===== config.mk =====
export PLATFORM = sky130hd
export DESIGN_NAME = code_lock_ctrl
export DESIGN_NICKNAME = d
export VERILOG_FILES = /design/src/rtl/code_lock_pkg.sv /design/src/rtl/lock_store.sv /design/src/rtl/ea_hold.sv /design/src/rtl/perm_decode.sv /design/src/rtl/code_lock_ctrl.sv
export SDC_FILE = /design/constraint.sdc
export NUM_CORES = 1
export LEC_CHECK = 0
export ABC_CLOCK_PERIOD_IN_PS = 1100
export BUFFER_PORTS_ARGS = -buffer_cell sky130_fd_sc_hd__buf_2
export CAP_MARGIN = 20
export CORE_MARGIN = 3
export CORE_UTILIZATION = 31
export CTS_CLUSTER_DIAMETER = 40
export DETAILED_ROUTE_END_ITERATION = 16
export SYNTH_ARGS = -nofsm -noshare
export SYNTH_HDL_FRONTEND = slang
export SYNTH_SLANG_ARGS = --single-unit

===== constraint.sdc =====
create_clock -name clk -period 1.1 [get_ports clk]
set_input_delay 0.22 -clock clk [delete_from_list [all_inputs] [get_ports clk]]
set_output_delay 0.22 -clock clk [all_outputs]
set_load 0.01 [all_outputs]

===== src/rtl/code_lock_pkg.sv =====
package code_lock_pkg;
  localparam int LOCK_W = 3;

  typedef enum logic [1:0] {
    LVL_OPEN   = 2'd0,
    LVL_NOTBL  = 2'd1,
    LVL_NOVRFY = 2'd2,
    LVL_NOEXT  = 2'd3
  } prot_lvl_e;

  // Highest programmed bit wins.
  function automatic prot_lvl_e lvl_of(input logic [LOCK_W-1:0] b);
    prot_lvl_e l;
    l = LVL_OPEN;
    for (int i = 0; i < LOCK_W; i++)
      if (b[i]) l = prot_lvl_e'(i + 1);
    return l;
  endfunction
endpackage


===== src/rtl/lock_store.sv =====
module lock_store
  import code_lock_pkg::*;
#(
  parameter int ERASE_CYCLES = 8
) (
  input  logic              clk,
  input  logic              por_n,
  input  logic              wr_valid,
  output logic              wr_ready,
  input  logic [LOCK_W-1:0] wr_mask,
  input  logic              erase_req,
  output logic              busy,
  output logic [LOCK_W-1:0] bits
);
  localparam int CW = (ERASE_CYCLES > 2) ? $clog2(ERASE_CYCLES) : 1;
  localparam logic [CW-1:0] LAST = CW'(ERASE_CYCLES - 1);

  logic [CW-1:0] cnt;

  assign wr_ready = !busy && !erase_req;

  always_ff @(posedge clk or negedge por_n) begin
    if (!por_n) begin
      busy <= 1'b0;
      cnt  <= '0;
      bits <= '0;
    end else if (busy) begin
      if (cnt == '0) begin
        busy <= 1'b0;
        bits <= '0;
      end else begin
        cnt <= cnt - 1'b1;
      end
    end else if (erase_req) begin
      busy <= 1'b1;
      cnt  <= LAST;
    end else if (wr_valid) begin
      bits <= bits | wr_mask;
    end
  end
endmodule


===== src/rtl/ea_hold.sv =====
module ea_hold (
  input  logic clk,
  input  logic por_n,
  input  logic hw_rst,
  input  logic ea_pin,
  input  logic use_held,
  output logic held,
  output logic held_valid,
  output logic ea_use
);
  always_ff @(posedge clk or negedge por_n) begin
    if (!por_n) begin
      held       <= 1'b0;
      held_valid <= 1'b0;
    end else if (hw_rst) begin
      held       <= ea_pin;
      held_valid <= 1'b1;
    end
  end

  assign ea_use = use_held ? held : ea_pin;
endmodule


===== src/rtl/perm_decode.sv =====
module perm_decode
  import code_lock_pkg::*;
(
  input  logic [LOCK_W-1:0] bits,
  input  logic              fetch_ext,
  output prot_lvl_e         level,
  output logic              tbl_ok,
  output logic              vrfy_ok,
  output logic              exec_ok
);
  logic [LOCK_W-1:0] at_least;

  assign level = lvl_of(bits);

  generate
    for (genvar g = 0; g < LOCK_W; g++) begin : g_thr
      assign at_least[g] = (int'(level) >= g + 1);
    end
  endgenerate

  assign tbl_ok  = !(at_least[0] && fetch_ext);
  assign vrfy_ok = !at_least[1];
  assign exec_ok = !at_least[2];
endmodule


===== src/rtl/code_lock_ctrl.sv =====
module code_lock_ctrl
  import code_lock_pkg::*;
#(
  parameter int ERASE_CYCLES = 8
) (
  input  logic       clk,
  input  logic       por_n,
  input  logic       hw_rst,
  input  logic       ea_pin,
  input  logic       fetch_ext,
  input  logic       lock_wr_valid,
  output logic       lock_wr_ready,
  input  logic [2:0] lock_wr_mask,
  input  logic       erase_req,
  output logic       erase_busy,
  output logic [2:0] lock_bits,
  output logic [1:0] prot_level,
  output logic       tbl_rd_ok,
  output logic       verify_ok,
  output logic       ext_exec_ok,
  output logic       ea_held,
  output logic       ea_held_valid,
  output logic       ea_use,
  output logic       fetch_force_ext
);
  prot_lvl_e lvl;

  lock_store #(.ERASE_CYCLES(ERASE_CYCLES)) u_store (
    .clk       (clk),
    .por_n     (por_n),
    .wr_valid  (lock_wr_valid),
    .wr_ready  (lock_wr_ready),
    .wr_mask   (lock_wr_mask),
    .erase_req (erase_req),
    .busy      (erase_busy),
    .bits      (lock_bits)
  );

  ea_hold u_ea (
    .clk        (clk),
    .por_n      (por_n),
    .hw_rst     (hw_rst),
    .ea_pin     (ea_pin),
    .use_held   (lock_bits[0]),
    .held       (ea_held),
    .held_valid (ea_held_valid),
    .ea_use     (ea_use)
  );

  perm_decode u_dec (
    .bits      (lock_bits),
    .fetch_ext (fetch_ext),
    .level     (lvl),
    .tbl_ok    (tbl_rd_ok),
    .vrfy_ok   (verify_ok),
    .exec_ok   (ext_exec_ok)
  );

  assign prot_level      = 2'(lvl);
  assign fetch_force_ext = !ea_use;
endmodule


# After elaboration in Yosys (flattened, before gate mapping)
# Index checks and enable logic that the tools add are counted.
# word_totals
inputBits,10
reg_bits,9
# classes
reduce_logical,13
addsub,1
n_bitwise,1
n_eq_ne,3
muxes,14
magnitude_cmp,3
# ops
cell,n
2-to-1 mux 3 bit,7
zero test 1 bit,6
2-to-1 mux 1 bit,5
">= comparator 2 bit, second input constant",2
2-to-1 mux 2 bit,2
"inequality test 2 bit, second input constant",2
nonzero test 2 bit,2
zero test 3 bit,1
bitwise OR 3 bit,1
AND reduction 3 bit,1
"subtractor 3 x 1 -> 3 bit, second input constant",1
">= comparator 2 x 1 -> 1 bit, second input constant",1
logical AND 1 bit,2
"inequality test 2 x 1 -> 1 bit, second input constant",1
AND reduction 2 bit,1

# Longest topological paths before layout
# Gate-level depths: netlist of run 1.
# depth
ltp_word,6
depth_mapped,5
depth_no_buf,5

# Hierarchy
# A second synthesis of run 1 with hierarchy kept.
# unflattened
cells_unflattened,41
area_unflattened_um2,435.4
# modules_own_cells
mod,instances,cells_each,area_each_um2
lock_store,1,29,314.1
ea_hold,1,5,86.3
perm_decode,1,6,31.3
code_lock_ctrl,1,1,3.8

# Least setup slack after synthesis of run 1
# No wires, ideal clock.
# synth_timing
path_kind,reg-to-output
startpoint,reg u_store.bits[2]
endpoint,out tbl_rd_ok
path_buffers,0
t_arrival_ns,1.056
stages_incl_launch_ff,4
required_ns,0.880
path_slack_ns,-0.176
cell_sequence,dfrtp_1 > nor2_1 > inv_1 > o21ai_0
# synth_via
elab_chain_cells,4
# synth_rtl
element,line,text
"start, declared",lock_store.sv:13,output logic [LOCK_W-1:0] bits
"start signal, assigned",lock_store.sv:38,bits <= bits | wr_mask;
2-to-1 mux 2 bit,code_lock_pkg.sv:16,if (b[i]) l = prot_lvl_e'(i + 1);
via prot_level[1],code_lock_ctrl.sv:17,"output logic [1:0] prot_level,"
>= comparator 2 x 1 -> 1 bit,perm_decode.sv:17,assign at_least[g] = (int'(level) >= g + 1);
logical AND 1 bit,perm_decode.sv:21,assign tbl_ok = !(at_least[0] && fetch_ext);
zero test 1 bit,perm_decode.sv:21,
"end, declared",code_lock_ctrl.sv:18,"output logic tbl_rd_ok,"
# The timed path passes the listed nets, and every way through them passes these cells.

# Final worst setup path of run 1
# layout_timing
startpoint,reg u_store.bits[2]
endpoint,out tbl_rd_ok
# layout_via
elab_chain_cells,4
# layout_rtl
element,line
2-to-1 mux 2 bit,code_lock_pkg.sv:16
>= comparator 2 x 1 -> 1 bit,perm_decode.sv:17
logical AND 1 bit,perm_decode.sv:21
zero test 1 bit,perm_decode.sv:21
# No other way between the ends.

==> impl_metrics.tcl, run 1 <==
set metrics [dict create \
    outcome "finished, violations left" \
    violations "setup timing" \
    crit_slowest_cell "dfrtp_1" \
    tns_ps -992 \
    diodes 0 \
    syn_inst 42 \
    endpoint_kind "output pin" \
    ys_seq_area_share_pct 52.6 \
    drive_gt1_share_pct 65.5 \
    setup_viol 11 \
    wl_per_cell_microns 11.2 \
    cts_sinks 9 \
    worstPathRequired_ps 880 \
    num_io_pins 24 \
    grt-ovfl-total 0 \
    crit_path_end "tbl_rd_ok" \
    setup_slack_ps -197 \
    power_frac_comb_pct 61.4 \
    hpwl_microns 758 \
    hold_ws_ps 173 \
    clockBufferDepth 2 \
    powerDensity_mw_per_mm2 2880 \
    grt_max_degree 10 \
    fin_crit_ps 1300 \
    ir_drop_uv 1540 \
    cp_data_arrival_time_ps 1080 \
    grt.total_usage_pct 13.0 \
    path_cells "nor2_2 > inv_1 > o21ai_1 > buf_2" \
    via_per_inst 4.58 \
    port_buffers 23 \
    timing.final.crit_share_pct 118 \
    skew_ps 0.841 \
    syn_area_per_cell_sq_um 10.2 \
    place_area_sq_um 603 \
    fillers 100 \
    slowest_delay_ps 400 \
    root_buffer "clkbuf_4" \
    clk_latency_ps 260 \
    leakagePower_uw 0.000388 \
    first_iter_violations 7 \
    relSlewSlack_pct 86.0 \
    first_pass_iters 3 \
    layout_common_cells "20 x buf_2, 13 x buf_4, 8 x dfrtp_1" \
    ant_nets 0 \
    dp_cells 84 \
    synth_seq_cells 9 \
    die_h_microns 43.2 \
    grt_pass1_wl_mm 1.75 \
    layout_commonest_cell "buf_2" \
    crit_path_start_kind "flip-flop" \
    syn_area_sq_um 428 \
    crit_cells 4 \
    cts_buffers 3 \
    grt_pass1_vias 428 \
    ctsHtreeMaxLevel 1 \
    yosysWarnings 0 \
    critPathKind "reg2out" \
    vias 449 \
    hold_viol_final 0 \
    die-width_microns 43.2 \
    worstReg2RegEnd "u_store.cnt[1]" \
    p_switching_uw 817 \
    synth.net_count 54 \
    synth_top_area_cell "dfrtp_1" \
    ff2ff_path_depth 5 \
    seqPwrFrac_pct 27.0 \
    reg2reg_slack_ps -30 \
    switching_share_pct 37.2 \
    p_int_uw 1380 \
    die_area_sq_mm 0.00186 \
    cap_violations 0 \
    wirelength_mm 1.10 \
    worstSetupStartpoint "u_store.bits[2]" \
    core-area_sq_mm 0.00120 \
    area_growth_pct 78.1 \
    rows 12 \
    synthTopCellsByArea "dfrtp_1 53%, inv_1 6.1%, ha_1 5.8%" \
    initial_utilization_pct 35.6 \
    worst_slew_pin_slew_ps 210 \
    cts_tree "yes" \
    cp_max_fo 3 \
    cpLargestDelayFamily "flip-flops" \
    synth.distinct_cells 18 \
    antenna_found_initial 0 \
    p_clk_share_pct 11.6 \
    rr_startpoint "u_store.cnt[1]" \
    drv_slew 0 \
    hold_class "in2reg" \
    cp.buffers_inverters 2 \
    max_freq_mhz 771 \
    fin_nets 97 \
    yosys.area.top_type_share_pct 52.6 \
    gp_congestion 0.696 \
    drc 0 \
    clk_pin_slew_ps 60 \
    rsz0062_at_grt "yes" \
    stdcell_count 98 \
    final_area_sq_um 762 \
]
[per-layer routing]
metal | vias up | part of all wire (%) | GRT usage, %
li1 | 227 | - | -
met1 | 196 | 39 | 13.8
met2 | 22 | 47 | 19.2
met3 | 4 | 12 | 5.51
met4 | 0 | 1.5 | 11.4
met5 | - | 0 | 0
[worst register-to-register path, cell delays in order, from the launching register on]
cell     delay (ps)
dfrtp_1         390
inv_2            80
ha_4            130
and3b_2         200
nor2_2           50
o21a_1          160
[timing repair]
item / CTS / global route
setup buffers: 4 / 5
setup endpoints to repair: 14 / 15
resized for setup: 8 / 8
hold endpoints to repair: 9 / 0
hold buffers: 1 / 0
pin swaps: 1 / 4
[flip-flops by register name, summed over array words and instances, names as in the netlist]
| signal | count |
|---|---|
| u_store.cnt | 3 |
| u_store.bits | 3 |
| u_ea.held_valid | 1 |
| u_ea.held | 1 |
| u_store.busy | 1 |
[power groups by stage]
stage               clock, uW  combinational (uW)  sequential (uW)
floorplan                   0                 518              599
global placement            0                 963              571
global route              274                1490              612
CTS                       263                1160              578
finish                    255                1350              593
detailed placement          0                 981              574
[worst min-delay path by stage]
stage / startpoint / endpoint / slack [ps] / depth (start not counted)
3_3_place_gp: por_n / u_store.cnt[2] / 80 / 1
6_report: hw_rst / u_ea.held_valid / 170 / 2
2_1_floorplan: por_n / u_ea.held / -80 / 0
3_5_place_dp: por_n / u_store.cnt[2] / 80 / 1
5_1_grt: hw_rst / u_ea.held_valid / 180 / 2
4_1_cts: hw_rst / u_ea.held_valid / 170 / 2
[cell families (layout without fill, tap and decap cells)]
| group | after synthesis | after routing | synth area share (%) |
|---|---|---|---|
| flops | 9 | 9 | 52.6 |
| buf+inv | 8 | 50 | 7.90 |
| simple gates | 13 | 13 | 17.0 |
| fa+ha+maj | 2 | 2 | 5.85 |
| compound gates | 8 | 8 | 11.7 |
| mux | 2 | 2 | 4.97 |
[cells in the mapped netlist (all sizes together)]
master and instances:
ha 2, o21a 2, o21ai 2, or2 1, mux2i 1, a31oi 1
nand4b 1, a21oi 2, nor2 5, mux2 1, and3b 1, nand2b 1
o221ai 1, inv 7, nand3 4, buf 1, dfrtp 9
[stage by stage]
step                setup slack [ps]  total power (uW)  utilization (%)
detailed placement             -43.3              1550             50.2
global placement               -16.8              1530             50.2
floorplan                      -36.1              1120                -
finish                          -197              2200             63.4
global route                    -254              2370             63.4
CTS                             -203              2000             58.3
[layout make-up]
type,count,area (sq um),share of cell area (%)
inverter,7,26.3,3.45
multi-input combinational,25,201,26.4
timing repair buffer,39,264,34.6
sequential,9,226,29.7
clock buffer,4,26.3,3.45
tap,14,17.5,2.30
No activity file was read; power rests on OpenSTA's default activity.
==> run 2, diff against run 1 <==
--- a/config.mk
+++ b/config.mk
@@ -12,6 +12,7 @@
 export CORE_UTILIZATION = 31
 export CTS_CLUSTER_DIAMETER = 40
 export DETAILED_ROUTE_END_ITERATION = 16
+export SETUP_SLACK_MARGIN = 0.02
 export SYNTH_ARGS = -nofsm -noshare
 export SYNTH_HDL_FRONTEND = slang
 export SYNTH_SLANG_ARGS = --single-unit
==> impl_metrics.tcl, run 2 (synthesis results as in run 1) <==
set metrics [dict create \
    max_freq_mhz 771 \
    wl_per_cell_microns 11.5 \
    drive_gt1_share_pct 66.7 \
    worst_slew_pin_slew_ps 209 \
    reg2reg_slack_ps -30 \
    worstHoldEndpoint "u_ea.held_valid" \
    diodes 0 \
    initial_utilization_pct 35.6 \
    ff2ff_path_depth 5 \
    hold_ws_ps 173 \
    outcome "finished, violations left" \
    die_area_sq_mm 0.00186 \
    worstReg2RegEnd "u_store.cnt[1]" \
    endpoint_kind "output pin" \
    setup_viol 11 \
    top_regs "u_store.bits: 3 flops, u_store.cnt: 3 flops" \
    skew_ps 1.42 \
    place_area_sq_um 603 \
    layout_commonest_cell "buf_2" \
    final_area_sq_um 778 \
    grt_pass1_wl_mm 1.73 \
    rr_startpoint "u_store.cnt[1]" \
    crit_path_start_kind "flip-flop" \
    clockBufferDepth 2 \
    cts_tree "yes" \
    worstPathRequired_ps 880 \
    grt_max_degree 10 \
    core-area_sq_mm 0.00120 \
    relSlewSlack_pct 86.0 \
    leakagePower_uw 0.000391 \
    ant_nets 0 \
    cts_sinks 9 \
    critPathKind "reg2out" \
    post-route-util_pct 64.8 \
    die-width_microns 43.2 \
    gp_congestion 0.696 \
    grt-ovfl-total 0 \
    fin_crit_ps 1300 \
    hold_class "in2reg" \
    hpwl_microns 758 \
    place_ws_ps -43.3 \
    hold_depth 2 \
    layout_common_cells "20 x buf_2, 12 x buf_4, 8 x dfrtp_1" \
    cts_buffers 3 \
    clk_latency_ps 260 \
    port_buffers 23 \
    powerDensity_mw_per_mm2 2890 \
    fillers 98 \
    fin_nets 97 \
    wirelength_mm 1.13 \
    grt_pass1_vias 428 \
    area_growth_pct 81.9 \
    hold_viol_final 0 \
    die_h_microns 43.2 \
    holdCritStartpoint "hw_rst" \
    rsz0062_at_grt "yes" \
    timing.final.crit_share_pct 118 \
    via_per_inst 4.56 \
    root_buffer "clkbuf_4" \
    drv_slew 0 \
    first_pass_iters 4 \
    num_io_pins 24 \
    cp_data_arrival_time_ps 1080 \
    ir_drop_uv 1570 \
    drc 0 \
    cp_max_fo 3 \
    first_iter_violations 15 \
    cap_violations 0 \
    vias 447 \
    ctsHtreeMaxLevel 1 \
    grt.total_usage_pct 12.9 \
    antenna_found_initial 0 \
    violations "setup timing" \
    clk_pin_slew_ps 60 \
    rows 12 \
    setup_slack_ps -198 \
]
==> run 2: cell counts in the layout (fill, tap and decap cells not counted) <==
No cell type changed its count.
==> run 2: worst max path at each step <==
| stage | from | to | slack (ps) | depth (start not counted) |
|---|---|---|---|---|
| 2_1_floorplan | u_store.cnt[0] | u_store.cnt[0] | -40 | 5 |
| 3_3_place_gp | u_store.cnt[0] | u_store.cnt[1] | -20 | 5 |
| 3_5_place_dp | u_store.cnt[0] | u_store.cnt[1] | -40 | 5 |
| 4_1_cts | u_store.bits[2] | tbl_rd_ok | -200 | 4 |
| 5_1_grt | u_store.bits[0] | ea_use | -250 | 3 |
| 6_report | u_store.bits[2] | tbl_rd_ok | -200 | 4 |
==> run 2: worst max-delay path, cell delays in order, from the launching register on <==
cell and delay (ps):
dfrtp_1 400, nor2_2 120, inv_1 50, o21ai_1 100, buf_2 140
==> run 2: final cells by class <==
type / count / area (sq um) / area share (%)
timing repair buffer: 39 / 268 / 34.4
sequential: 9 / 226 / 29.1
multi-input combinational: 25 / 214 / 27.5
clock buffer: 4 / 26.3 / 3.38
inverter: 7 / 26.3 / 3.38
tap: 14 / 17.5 / 2.25
==> run 2: report_power, final <==
part           switching [uW]  leakage [uW]  total [uW]  internal, uW
Sequential                126      0.000103         595           468
Clock                     115     0.0000150         255           140
Combinational             603      0.000272        1400           796
Total                     845      0.000391        2250          1400
==> run 2: metrics by stage <==
stage	TNS, ps	total power, uW	instances
final	-1010	2250	98
after global routing	-1660	2440	98
after CTS	-1140	2010	93
after detailed placement	-130	1550	84
after floorplan	-104	1120	42
after global placement	-28.5	1530	84
==> run 2: repair_timing <==
item / in CTS / in global routing
buffers inserted: 4 / 5
hold endpoints to repair: 9 / 0
endpoints found under the setup margin: 15 / 17
hold buffers: 1 / 0
pin swaps: 2 / 3
gates resized for setup: 9 / 10
==> run 2: per-layer routing <==
layer	part of all wire (%)	wire [microns]	track usage (%)
met1	39	442	13.6
met2	47	529	19.2
met3	12	136	5.51
met4	1.5	17	11.4
met5	0	0	0
==> run 3, diff against run 2 <==
--- a/config.mk
+++ b/config.mk
@@ -8,7 +8,7 @@
 export ABC_CLOCK_PERIOD_IN_PS = 1100
 export BUFFER_PORTS_ARGS = -buffer_cell sky130_fd_sc_hd__buf_2
 export CAP_MARGIN = 20
-export CORE_MARGIN = 3
+export CORE_MARGIN = 10
 export CORE_UTILIZATION = 31
 export CTS_CLUSTER_DIAMETER = 40
 export DETAILED_ROUTE_END_ITERATION = 16
==> impl_metrics.tcl, run 3 (synthesis results as in run 1) <==
set metrics [dict create \
    cp_data_arrival_time_ps 1100 \
    outcome "finished, violations left" \
    first_iter_violations 4 \
    grt_pass1_wl_mm 2.19 \
    layout_commonest_cell "buf_2" \
    fin_crit_ps 1320 \
    grt_pass1_vias 491 \
    die-width_microns 57.2 \
    first_pass_iters 3 \
    relSlewSlack_pct 85.5 \
    crit_path_start_kind "flip-flop" \
    stdcell_count 100 \
    timing.final.crit_share_pct 120 \
    rsz0062_at_grt "yes" \
    worstHoldEndpoint "u_ea.held_valid" \
    drc 0 \
    num_io_pins 24 \
    drive_gt1_share_pct 70.6 \
    rows 13 \
    rr_startpoint "u_store.cnt[1]" \
    cts_buffers 3 \
    holdCritStartpoint "hw_rst" \
    die_h_microns 57.2 \
    endpoint_kind "output pin" \
    top_regs "u_store.bits: 3 flops, u_store.cnt: 3 flops" \
    worstReg2RegEnd "u_store.cnt[1]" \
    clk_pin_slew_ps 70 \
    hold_class "in2reg" \
    drv_slew 0 \
    ant_nets 0 \
    layout_common_cells "20 x buf_2, 11 x buf_4, 8 x buf_6, 8 x dfrtp_1" \
    core-area_sq_mm 0.00130 \
    setup_viol 10 \
    wirelength_mm 1.40 \
    worstPathRequired_ps 880 \
    vias 460 \
    diodes 0 \
    max_freq_mhz 760 \
    clockBufferDepth 2 \
    reg2reg_slack_ps -30 \
    via_per_inst 4.60 \
    port_buffers 23 \
    setup_slack_ps -216 \
    dp_cells 86 \
    violations "setup timing" \
    hold_ws_ps 173 \
    grt.total_usage_pct 8.30 \
    clk_latency_ps 260 \
    hpwl_mm 1.01 \
    cts_sinks 9 \
    antenna_found_initial 0 \
    area_growth_pct 89.8 \
    cts_tree "yes" \
    leakagePower_uw 0.000398 \
    worst_slew_pin_slew_ps 218 \
    place_ws_ps -41.8 \
    initial_utilization_pct 32.9 \
    hold_viol_final 0 \
    wl_per_cell_microns 14.0 \
    cap_violations 0 \
    ctsHtreeMaxLevel 1 \
    fin_nets 98 \
    root_buffer "clkbuf_4" \
    powerDensity_mw_per_mm2 2970 \
    post-route-util_pct 62.4 \
    power.total_uw 2410 \
    grt_max_degree 10 \
    skew_ps 4.35 \
    grt-ovfl-total 0 \
    ff2ff_path_depth 5 \
    die_area_sq_mm 0.00327 \
    hold_depth 2 \
    critPathKind "reg2out" \
    ir_drop_uv 1640 \
    gp_congestion 0.749 \
    cp_max_fo 3 \
]
-- run 3: cell count changes in the layout (fill, tap and decap cells not counted), sizes merged --
cell / change
buf: +1
-- run 3: worst max-delay path, stage by stage (launching register included) --
cell and delay [ps]:
dfrtp_1 410, nor2_2 140, inv_2 50, o21ai_1 90
buf_2 140
-- run 3: report_power, final --
group / leakage, uW / switching, uW / internal, uW / total (uW)
Combinational: 0.000280 / 688 / 865 / 1550
Clock: 0.0000150 / 121 / 140 / 261
Sequential: 0.000103 / 128 / 468 / 596
-- run 3: what timing repair did --
action | 4_1_cts | 5_1_grt
endpoints found under the hold margin | 9 | 0
gates resized for setup | 15 | 10
pin swaps | 3 | 6
hold buffers | 1 | 0
setup endpoints to repair | 14 | 17
setup buffers | 4 | 5
-- run 3: cell type report --
type | count | area [sq um]
clock buffer | 4 | 26.3
fill | 110 | 489
inverter | 7 | 26.3
multi-input combinational | 25 | 231
sequential | 9 | 226
tap | 15 | 18.8
timing repair buffer | 40 | 283
-- run 3: how the worst max path moves through the flow --
stage / from / end / depth (start not counted)
after global placement: u_store.cnt[0] / u_store.cnt[1] / 5
after detailed placement: u_store.cnt[0] / u_store.bits[1] / 5
after global routing: u_store.bits[0] / ea_use / 3
final: u_store.bits[1] / tbl_rd_ok / 4
after floorplan: u_store.cnt[0] / u_store.cnt[0] / 5
after CTS: u_store.bits[0] / ea_use / 3
-- run 3: metrics by stage --
stage,instance area (sq um),setup TNS (ps)
CTS,736,-1220
global placement,612,-32.2
floorplan,433,-104
detailed placement,612,-171
finish,812,-1130
global route,812,-1790
-- run 3: layer usage --
layer  GRT usage, %  routed length [microns]  up-vias
met5              0                        0        -
met4              0                        0        0
met3           6.19                      158        0
met2           14.1                      693       21
met1           8.54                      545      208
li1               -                        -      231
